### config.mk
export PLATFORM = sky130hd
export DESIGN_NAME = wdg_staged_core
export DESIGN_NICKNAME = d
export VERILOG_FILES = /design/src/rtl/wdg_pkg.sv /design/src/rtl/wdg_prescale.sv /design/src/rtl/wdg_countdown.sv /design/src/rtl/wdg_escalate.sv /design/src/rtl/wdg_staged_core.sv
export SDC_FILE = /design/constraint.sdc
export NUM_CORES = 1
export LEC_CHECK = 0
export ABC_AREA = 1
export BUFFER_PORTS_ARGS = -buffer_cell sky130_fd_sc_hd__buf_2
export CAP_MARGIN = 10
export CORE_ASPECT_RATIO = 1.2
export CORE_MARGIN = 8
export CORE_UTILIZATION = 39
export DETAILED_ROUTE_END_ITERATION = 12
export GPL_TIMING_DRIVEN = 0
export PLACE_DENSITY = 0.59
export SYNTH_ARGS = -nofsm -noshare
export SYNTH_HDL_FRONTEND = slang
export SYNTH_HIERARCHICAL = 1
export SYNTH_SLANG_ARGS = --single-unit
### constraint.sdc
create_clock -name clk -period 7.62 [get_ports clk]
set_clock_uncertainty 0.2 [all_clocks]
set_input_delay 1.524 -clock clk [delete_from_list [all_inputs] [get_ports clk]]
set_output_delay 1.524 -clock clk [all_outputs]
set_load 0.05 [all_outputs]
### src/rtl/wdg_pkg.sv
package wdg_pkg;
  localparam int LEN_W  = 16;
  localparam int FRAC_W = 8;
  localparam int CNT_W  = LEN_W + FRAC_W;

  typedef enum logic [1:0] {
    ST_ARMED = 2'd0,
    ST_IRQ   = 2'd1,
    ST_NMI   = 2'd2,
    ST_RESET = 2'd3
  } wdg_stage_e;
endpackage

### src/rtl/wdg_prescale.sv
module wdg_prescale #(
  parameter int DIV = 256
) (
  input  logic clk,
  input  logic rst_n,
  input  logic run,
  input  logic restart,
  output logic tick
);
  localparam int PW = (DIV > 1) ? $clog2(DIV) : 1;
  localparam logic [PW-1:0] LAST = PW'(DIV - 1);

  logic [PW-1:0] pcnt_q;

  always_ff @(posedge clk or negedge rst_n) begin
    if (!rst_n) begin
      pcnt_q <= '0;
    end else if (restart || !run) begin
      pcnt_q <= '0;
    end else if (pcnt_q == LAST) begin
      pcnt_q <= '0;
    end else begin
      pcnt_q <= pcnt_q + 1'b1;
    end
  end

  assign tick = run && !restart && (pcnt_q == LAST);

  AST_TICK_SPACED: assert property (@(posedge clk) disable iff (!rst_n)
    tick |=> !tick);
endmodule

### src/rtl/wdg_countdown.sv
module wdg_countdown
  import wdg_pkg::*;
(
  input  logic             clk,
  input  logic             rst_n,
  input  logic             load,
  input  logic             clear,
  input  logic [CNT_W-1:0] reload_val,
  input  logic             tick,
  input  logic             hold,
  output logic [CNT_W-1:0] count,
  output logic             expire
);
  logic [CNT_W-1:0] count_q;

  assign expire = tick && !hold && (count_q == CNT_W'(1));

  always_ff @(posedge clk or negedge rst_n) begin
    if (!rst_n) begin
      count_q <= '0;
    end else if (clear) begin
      count_q <= '0;
    end else if (load) begin
      count_q <= reload_val;
    end else if (tick && !hold && count_q != '0) begin
      count_q <= expire ? reload_val : count_q - 1'b1;
    end
  end

  assign count = count_q;

  AST_FROZEN_WHEN_HELD: assert property (@(posedge clk) disable iff (!rst_n)
    (hold && !load && !clear) |=> $stable(count_q));

  AST_STEP_BY_ONE: assert property (@(posedge clk) disable iff (!rst_n)
    (tick && !hold && !load && !clear && count_q > CNT_W'(1))
      |=> (count_q == $past(count_q) - 1'b1));
endmodule

### src/rtl/wdg_escalate.sv
module wdg_escalate
  import wdg_pkg::*;
(
  input  logic       clk,
  input  logic       rst_n,
  input  logic       restart,
  input  logic       expire,
  input  logic [1:0] mode,
  output logic       at_limit,
  output logic       irq,
  output logic       nmi,
  output logic       rst_pulse
);
  wdg_stage_e stage_q;
  logic       pulse_q;

  always_ff @(posedge clk or negedge rst_n) begin
    if (!rst_n) begin
      stage_q <= ST_ARMED;
      pulse_q <= 1'b0;
    end else if (restart) begin
      stage_q <= ST_ARMED;
      pulse_q <= 1'b0;
    end else begin
      pulse_q <= expire && (stage_q == ST_NMI);
      if (expire) begin
        stage_q <= wdg_stage_e'(stage_q + 2'd1);
      end
    end
  end

  assign at_limit  = (stage_q >= mode);
  assign irq       = (stage_q != ST_ARMED);
  assign nmi       = (stage_q == ST_NMI) || (stage_q == ST_RESET);
  assign rst_pulse = pulse_q;

  AST_NMI_NEEDS_IRQ: assert property (@(posedge clk) disable iff (!rst_n)
    nmi |-> irq);

  AST_RST_ONE_CYCLE: assert property (@(posedge clk) disable iff (!rst_n)
    rst_pulse |=> !rst_pulse);

  AST_STAGE_CAPPED: assert property (@(posedge clk) disable iff (!rst_n)
    !restart |=> (stage_q <= mode));

  AST_RESTART_CLEARS: assert property (@(posedge clk) disable iff (!rst_n)
    restart |=> (stage_q == ST_ARMED));
endmodule

### src/rtl/wdg_staged_core.sv
module wdg_staged_core
  import wdg_pkg::*;
#(
  parameter int DIV = 256
) (
  input  logic              clk,
  input  logic              rst_n,
  input  logic              cfg_we,
  input  logic [LEN_W-1:0]  cfg_len,
  input  logic [1:0]        cfg_mode,
  input  logic              poke,
  output logic [CNT_W-1:0]  count_o,
  output logic              irq_o,
  output logic              nmi_o,
  output logic              soft_rst_o
);
  logic [LEN_W-1:0] len_q;
  logic [1:0]       mode_q;
  logic             active_q;

  logic             cfg_on;
  logic             load;
  logic             clear;
  logic             restart;
  logic             hold;
  logic             tick;
  logic             expire;
  logic             at_limit;
  logic [CNT_W-1:0] reload_val;

  assign cfg_on     = (cfg_mode != 2'd0) && (cfg_len != '0);
  assign load       = (cfg_we && cfg_on) || (!cfg_we && poke && active_q);
  assign clear      = cfg_we && !cfg_on;
  assign restart    = load || clear;
  assign reload_val = cfg_we ? {cfg_len, {FRAC_W{1'b0}}} : {len_q, {FRAC_W{1'b0}}};
  assign hold       = !active_q || at_limit;

  always_ff @(posedge clk or negedge rst_n) begin
    if (!rst_n) begin
      len_q    <= '0;
      mode_q   <= 2'd0;
      active_q <= 1'b0;
    end else if (cfg_we) begin
      len_q    <= cfg_len;
      mode_q   <= cfg_on ? cfg_mode : 2'd0;
      active_q <= cfg_on;
    end
  end

  wdg_prescale #(.DIV(DIV)) u_prescale (
    .clk     (clk),
    .rst_n   (rst_n),
    .run     (!hold),
    .restart (restart),
    .tick    (tick)
  );

  wdg_countdown u_countdown (
    .clk        (clk),
    .rst_n      (rst_n),
    .load       (load),
    .clear      (clear),
    .reload_val (reload_val),
    .tick       (tick),
    .hold       (hold),
    .count      (count_o),
    .expire     (expire)
  );

  wdg_escalate u_escalate (
    .clk       (clk),
    .rst_n     (rst_n),
    .restart   (restart),
    .expire    (expire),
    .mode      (mode_q),
    .at_limit  (at_limit),
    .irq       (irq_o),
    .nmi       (nmi_o),
    .rst_pulse (soft_rst_o)
  );

  AST_DISABLED_QUIET: assert property (@(posedge clk) disable iff (!rst_n)
    !active_q |-> (!irq_o && !nmi_o && !soft_rst_o && count_o == '0));

  AST_POKE_RELOADS: assert property (@(posedge clk) disable iff (!rst_n)
    (poke && !cfg_we && active_q)
      |=> (count_o == {len_q, {FRAC_W{1'b0}}} && !irq_o && !nmi_o));

  AST_CFG_WINS: assert property (@(posedge clk) disable iff (!rst_n)
    (cfg_we && cfg_on) |=> (count_o == {len_q, {FRAC_W{1'b0}}} && !irq_o));
endmodule

[Yosys cells after proc, flatten, opt, wreduce, memory -nomap -nowiden]
Index checks and enable logic that the tools add are counted.
Storage, ports and cells
  flip-flop bits (word level): 54
  word-level logic and storage cells: 53
Cells by class
  multiplexer cells: 11
  magnitude comparators: 1
  add/subtract/negate cells: 3
  reductions and logical operators: 27
  equality and inequality tests: 4
Operator list (count)
  $mux W24: 5
  $eq A24 B1 Y1 const B: 1
  $reduce_bool A24 Y1: 1
  $sub A24 B1 Y24 const B: 1
  $mux W8: 2
  $reduce_bool A16 Y1: 1
  $logic_and A1 B1 Y1: 11
  $add A8 B1 Y8 const B: 1
  $eq A8 B8 Y1 const B: 1
  $mux W2: 3
  $reduce_bool A2 Y1: 3
  $logic_not A1 Y1: 5
  $logic_or A1 B1 Y1: 5
  $eq A2 B2 Y1 const B: 2
  $reduce_bool A3 Y1: 1
  $add A2 B1 Y2 const B: 1
  $ge A2 B2 Y1: 1
  $mux W1: 1

[Depth between registers and ports, before layout]
  depth after elaboration: 14
  depth in mapped cells: 20
  depth with buffers taken out: 19

[Cells and area by module]
The synthesis kept the hierarchy.
Modules (own cells, without submodules)
  wdg_countdown: cells each 360, times used 1, area each 2110.8 um2
  wdg_staged_core: cells each 104, times used 1, area each 834.6 um2
  wdg_prescale: cells each 51, times used 1, area each 407.9 um2
  wdg_escalate: cells each 29, times used 1, area each 221.5 um2

[Worst setup path before layout]
No wires, ideal clock.
  path type: in2reg
  from: in cfg_we
  to: reg u_countdown.count_q[0], in the netlist u_countdown/count[0]
  stages: 16
  buffers on the path: 2
  setup time: 0.119 ns
  arrival: 3.106 ns
  path slack: 4.195 ns
  cells stage by stage: inv_2 -> buf_2 -> nand2_1 -> nor2_1 -> inv_1 -> nor2_1 -> nand2_1 -> nor2_1 -> nand2_1 -> nor2_4 -> nor2_4 -> buf_2 -> nand2_1 -> nand2_1 -> nand2_1 -> nand2_1
On the way
  longest elaborated chain between the ends: 14
RTL lines
  start: declaration: RTL line wdg_staged_core.sv:8  | input logic cfg_we,
  $logic_not A1 Y1: RTL line wdg_staged_core.sv:32  | assign load = (cfg_we && cfg_on) || (!cfg_we && poke && active_q);
  $logic_and A1 B1 Y1 (2 in a row): RTL line wdg_staged_core.sv:32
  $logic_or A1 B1 Y1: RTL line wdg_staged_core.sv:32
  $logic_or A1 B1 Y1 (*): RTL line wdg_staged_core.sv:34  | assign restart = load || clear;
  via restart: RTL line wdg_staged_core.sv:24  | logic restart;
  $logic_not A1 Y1 (*): RTL line wdg_prescale.sv:27  | assign tick = run && !restart && (pcnt_q == LAST);
  $logic_and A1 B1 Y1 (*) (2 in a row): RTL line wdg_prescale.sv:27
  via tick: RTL line wdg_staged_core.sv:26  | logic tick;
  $logic_and A1 B1 Y1 (*) (2 in a row): RTL line wdg_countdown.sv:16  | assign expire = tick && !hold && (count_q == CNT_W'(1));
  via expire: RTL line wdg_staged_core.sv:27  | logic expire;
  $mux W24 (*): RTL line wdg_countdown.sv:26  | count_q <= expire ? reload_val : count_q - 1'b1;
  $mux W24 (*): RTL line wdg_countdown.sv:25  | end else if (tick && !hold && count_q != '0) begin
  $mux W24 (*): RTL line wdg_countdown.sv:23  | end else if (load) begin
  $mux W24 (*): RTL line wdg_countdown.sv:21  | end else if (clear) begin
  end signal: assignment: RTL line wdg_countdown.sv:24  | count_q <= reload_val;
  end signal: assignment: RTL line wdg_countdown.sv:26
  end: declaration: RTL line wdg_countdown.sv:14  | logic [CNT_W-1:0] count_q;
The timed path passes the listed nets; every way through them passes the cells marked *. The select of a mux whose other input is x is not followed.
A chain may end at the register's enable or synchronous reset.

[Final worst setup path]
  from: in cfg_we
  to: reg u_countdown.count_q[13], in the netlist u_countdown/count[13]
Same word-level chain as after synthesis.

==> summary.txt <==
Outcome
  – Status: completed

Yosys
  – Number of synthesized flops with an enable pin: 0
  – Synth Area in Simple Gates: 45.64%
  – Synth Area in XOR/XNOR: a little under 2%
  – Synthesized area: 3575 um2
  – Register area share after synthesis: 37.80%
  – Cell count after synthesis: 544
  – Top FF cell, synth: dfrtp_1
  – Synthesized area per cell: ~6.6 um2
  – Synthesis-stage register bit count: 54
  – Synth Area in Compound Gates: 2.030%
  – Ys async rst share: 100.0%
  – Synth cell types: 32
  – Adder-Cell Fraction of Synth Area: 3.150%
  – Mux cell area share after synthesis: 0%
  – YS warnings: 6
  – Largest family of logic cells by synthesized area: simple AND/OR/NAND/NOR gates

Worst setup path
  – Worst R2R Start: u_escalate/stage_q[0]
  – Critical Path End Type: flip-flop
  – Worst Reg-to-Reg Cells: 19
  – Flop-to-flop setup slack: about 4.5 ns
  – Critical Path Start Type: input pin
  – CP Cell Sequence: buf_2 -> inv_2 -> buf_2 -> nand2_1 -> nor2_1 -> inv_1 -> nor2_1 -> nand2_1 -> nor2_1 -> nand2_1 -> nor2_4 -> nor2_4 -> buf_2 -> nand2_1 -> nand2_1 -> nand2_1 -> nand2_1
  – Arr. time, crit path: 3.76 ns
  – Crit-path most repeated cell: nand2_1
  – Delay-heaviest family, CP: simple AND/OR/NAND/NOR gates
  – Critical path peak fanout: 10
  – Reg2reg end: u_countdown/count[13]
  – Critical path's slowest cell: nor2_1
  – Buf/Inv on CP: 5
  – Worst Setup Path Type: input pin to flip-flop
  – Critical Path RT: 7.63 ns
  – Delay of the slowest critical-path stage: 0.29 ns

Clock network
  – Clock buffer depth: 2
  – Number of post-CTS setup repair buffers: 0
  – Clock tree from TritonCTS: built
  – Htree depth: 2
  – Reg clk slew, reported paths: 0.10 ns
  – TritonCTS Buffers: 5
  – Clk_lat worst skew: 0.32 ns
  – Post-CTS sizing: 0
  – CTS Root Cell: clkbuf_8
  – Hold-fix buffers, CTS: 0
  – Sink Count: 54

Timing
  – Relative slew slack: between 60% and 70%
  – Worst slew pin tran: 0.5060 ns
  – Max Fclk: 267.2 MHz
  – Hold Fails Final Rpt: 0
  – Post-layout minimum cycle time: 3.743 ns
  – Fin crit share: 49.12%
  – Final setup viols: 0
  – RSZ-0062 raised after global routing: false
  – Slew Limit Fails: 0
  – Post-Route Setup TNS: 0 ns

Worst hold path
  – Hold Path End: len_q[12]
  – Hold Path Cell Cnt: 2
  – HP Class: flip-flop to flip-flop
  – Critical hold path startpoint: len_q[12]

Final layout
  – Layout cells sized above 1: 15.79%
  – Multi-input gate area: between 1500 and 2000 um2
  – Layout net count: 638
  – Fill cell count: 938
  – Antenna Diode Count: 0
  – Layout area overhead: 15.47%
  – Finished Cell Area: 4128 um2
  – Seq. cell area: 1351 um2

Global route
  – Total congestion overflow: 0
  – Global-route wire length before repair: 16120 um
  – Vias in the first global route: 3388
  – Initial antenna violation count: 0
  – GRT Util Overall: 16.33%
  – Largest net degree at the start of global routing: 37

Drt
  – Vias: 3395
  – Routed wire per std cell: 13.07 um
  – Post-route DRC: 0
  – Drt first pass iters: 4
  – Vias per cell: about 4.7
  – Total routed wirelength: 9518 um
  – Antenna Nets Post-Route: 0
  – 1st-iter DRT viols: 123

Floorplanning
  – Die height: ~120 um
  – Core area: 8986 um2
  – Io pins: 49
  – Initial core utilization: 39.78%
  – Die area: 12500 um2
  – Standard-cell rows: 38
  – Die width: 103.4 um

Power and ir drop
  – Clk pwr share: 20.4%
  – Psw: 0.4633 mW
  – PD cells: 244.0 nW/um2
  – Leakage: 2.391 nW
  – Sequential Power Share: 37.0%
  – Int Power: between 0.5 and 0.6 mW
  – Logic pwr share: 42.6%
  – Max IR drop VDD: 0.1430 mV
  – Sw Share: between 40% and 50%

Placed design
  – Port bufs: 48
  – DP HPWL: 7446 um
  – Placed instance area: 4011 um2
  – GP Congestion: 0.8807

Run
  – Max cap viols: 0
==> worst min-delay path, cell delays in order, from the launching register on <==
cell     delay (ns)
dfrtp_1        0.33
nand2_1        0.05
nand2_1        0.07
==> power by group through the flow <==
| stage | Clock (mW) | Combinational (mW) | Sequential, mW |
|---|---|---|---|
| final | 0.206 | 0.429 | 0.373 |
| after CTS | 0.211 | 0.431 | 0.373 |
| after detailed placement | 0 | 0.429 | 0.378 |
| after global routing | 0.222 | 0.480 | 0.381 |
| after global placement | 0 | 0.423 | 0.377 |
| after floorplan | 0 | 0.232 | 0.465 |
==> kinds of logic (layout without fill, tap and decap cells) <==
group,Yosys count,count (layout)
xor gates and xnor gates,8,8
DFF,54,54
other,1,8
and+or+nand+nor,384,384
AOI/OAI and AO/OA,8,8
buffers and inverters,80,137
adders and majority gates,9,9
==> state kept, by name, indices dropped and copies added, names as in the netlist <==
name,count
active_q,1
len_q,16
mode_q,2
u_countdown/count,24
u_escalate/rst_pulse,1
u_escalate/stage_q,2
u_prescale/pcnt_q,8
==> area by class of cell <==
class                   instances  share of cell area [%]
plain buffers                  16                   2.243
clock buffers                   5                   1.667
clock inverters                 3                   1.152
inverters                      64                   5.820
multi-input cells             417                   46.44
flip-flops and latches         54                   32.74
well taps                     120                   3.637
repair buffers                 49                   6.305
==> layout by cell type (no fill, tap or decap), types with 2 or more instances in the layout <==
cell / synthesis / routed
nand2_2: 6 / 6
nor2_4: 4 / 4
nand4_1: 9 / 9
clkbuf_8: 0 / 5
clkbuf_1: 2 / 2
buf_2: 11 / 59
buf_6: 2 / 2
conb_1: 1 / 8
nor2_2: 5 / 5
ha_1: 9 / 9
nor2_1: 60 / 60
nand3_1: 52 / 52
nand3_2: 2 / 2
xor2_1: 6 / 6
nand2_1: 241 / 241
dfrtp_1: 54 / 54
xnor2_1: 2 / 2
a21oi_1: 2 / 2
inv_6: 0 / 2
inv_1: 62 / 62
==> cells in the mapped netlist (2+ instances only) <==
| cell type | instances | area share, % |
|---|---|---|
| buf_2 | 11 | 1.5 |
| xnor2_1 | 2 | 0.49 |
| inv_1 | 62 | 6.5 |
| a21oi_1 | 2 | 0.28 |
| nand2_1 | 241 | 25 |
| buf_6 | 2 | 0.63 |
| ha_1 | 9 | 3.2 |
| nand3_1 | 52 | 7.3 |
| nor2_2 | 5 | 0.88 |
| nor2_4 | 4 | 1.3 |
| nand3_2 | 2 | 0.56 |
| dfrtp_1 | 54 | 38 |
| nand2_2 | 6 | 1.1 |
| xor2_1 | 6 | 1.5 |
| nor2_1 | 60 | 6.3 |
| clkbuf_1 | 2 | 0.21 |
| nand4_1 | 9 | 1.6 |
==> metal layers <==
metal  vias up  part of all wire, %  GRT usage [%]
met5         -                    0              0
met2        59                   50          28.19
li1       1771                    -              -
met1      1550                   43          19.32
met4         0                  3.4          6.981
met3        15                  3.9          2.583
==> worst max-delay path by stage <==
stage / startpoint / to / slack, ns / cells after the start
3_3_place_gp: cfg_we / u_countdown/count[13] / 3.55 / 17
4_1_cts: cfg_we / u_countdown/count[13] / 3.83 / 17
6_report: cfg_we / u_countdown/count[13] / 3.88 / 17
2_1_floorplan: cfg_we / u_countdown/count[0] / 4.20 / 16
5_1_grt: cfg_we / u_countdown/count[12] / 3.55 / 17
3_5_place_dp: cfg_we / u_countdown/count[15] / 3.50 / 17
==> stage by stage <==
stage	worst slack, ns	util [%]	hold slack, ns	power (mW)	instances
after floorplan	4.195	-	0.2381	0.6963	551
after global placement	3.550	44.42	0.2533	0.8004	719
after detailed placement	3.499	44.64	0.2569	0.8078	720
final	3.877	45.93	0.2781	1.007	728
after global routing	3.548	45.93	0.3103	1.083	728
after CTS	3.834	45.93	0.2847	1.015	728
Power figures use the tool's default switching activity.
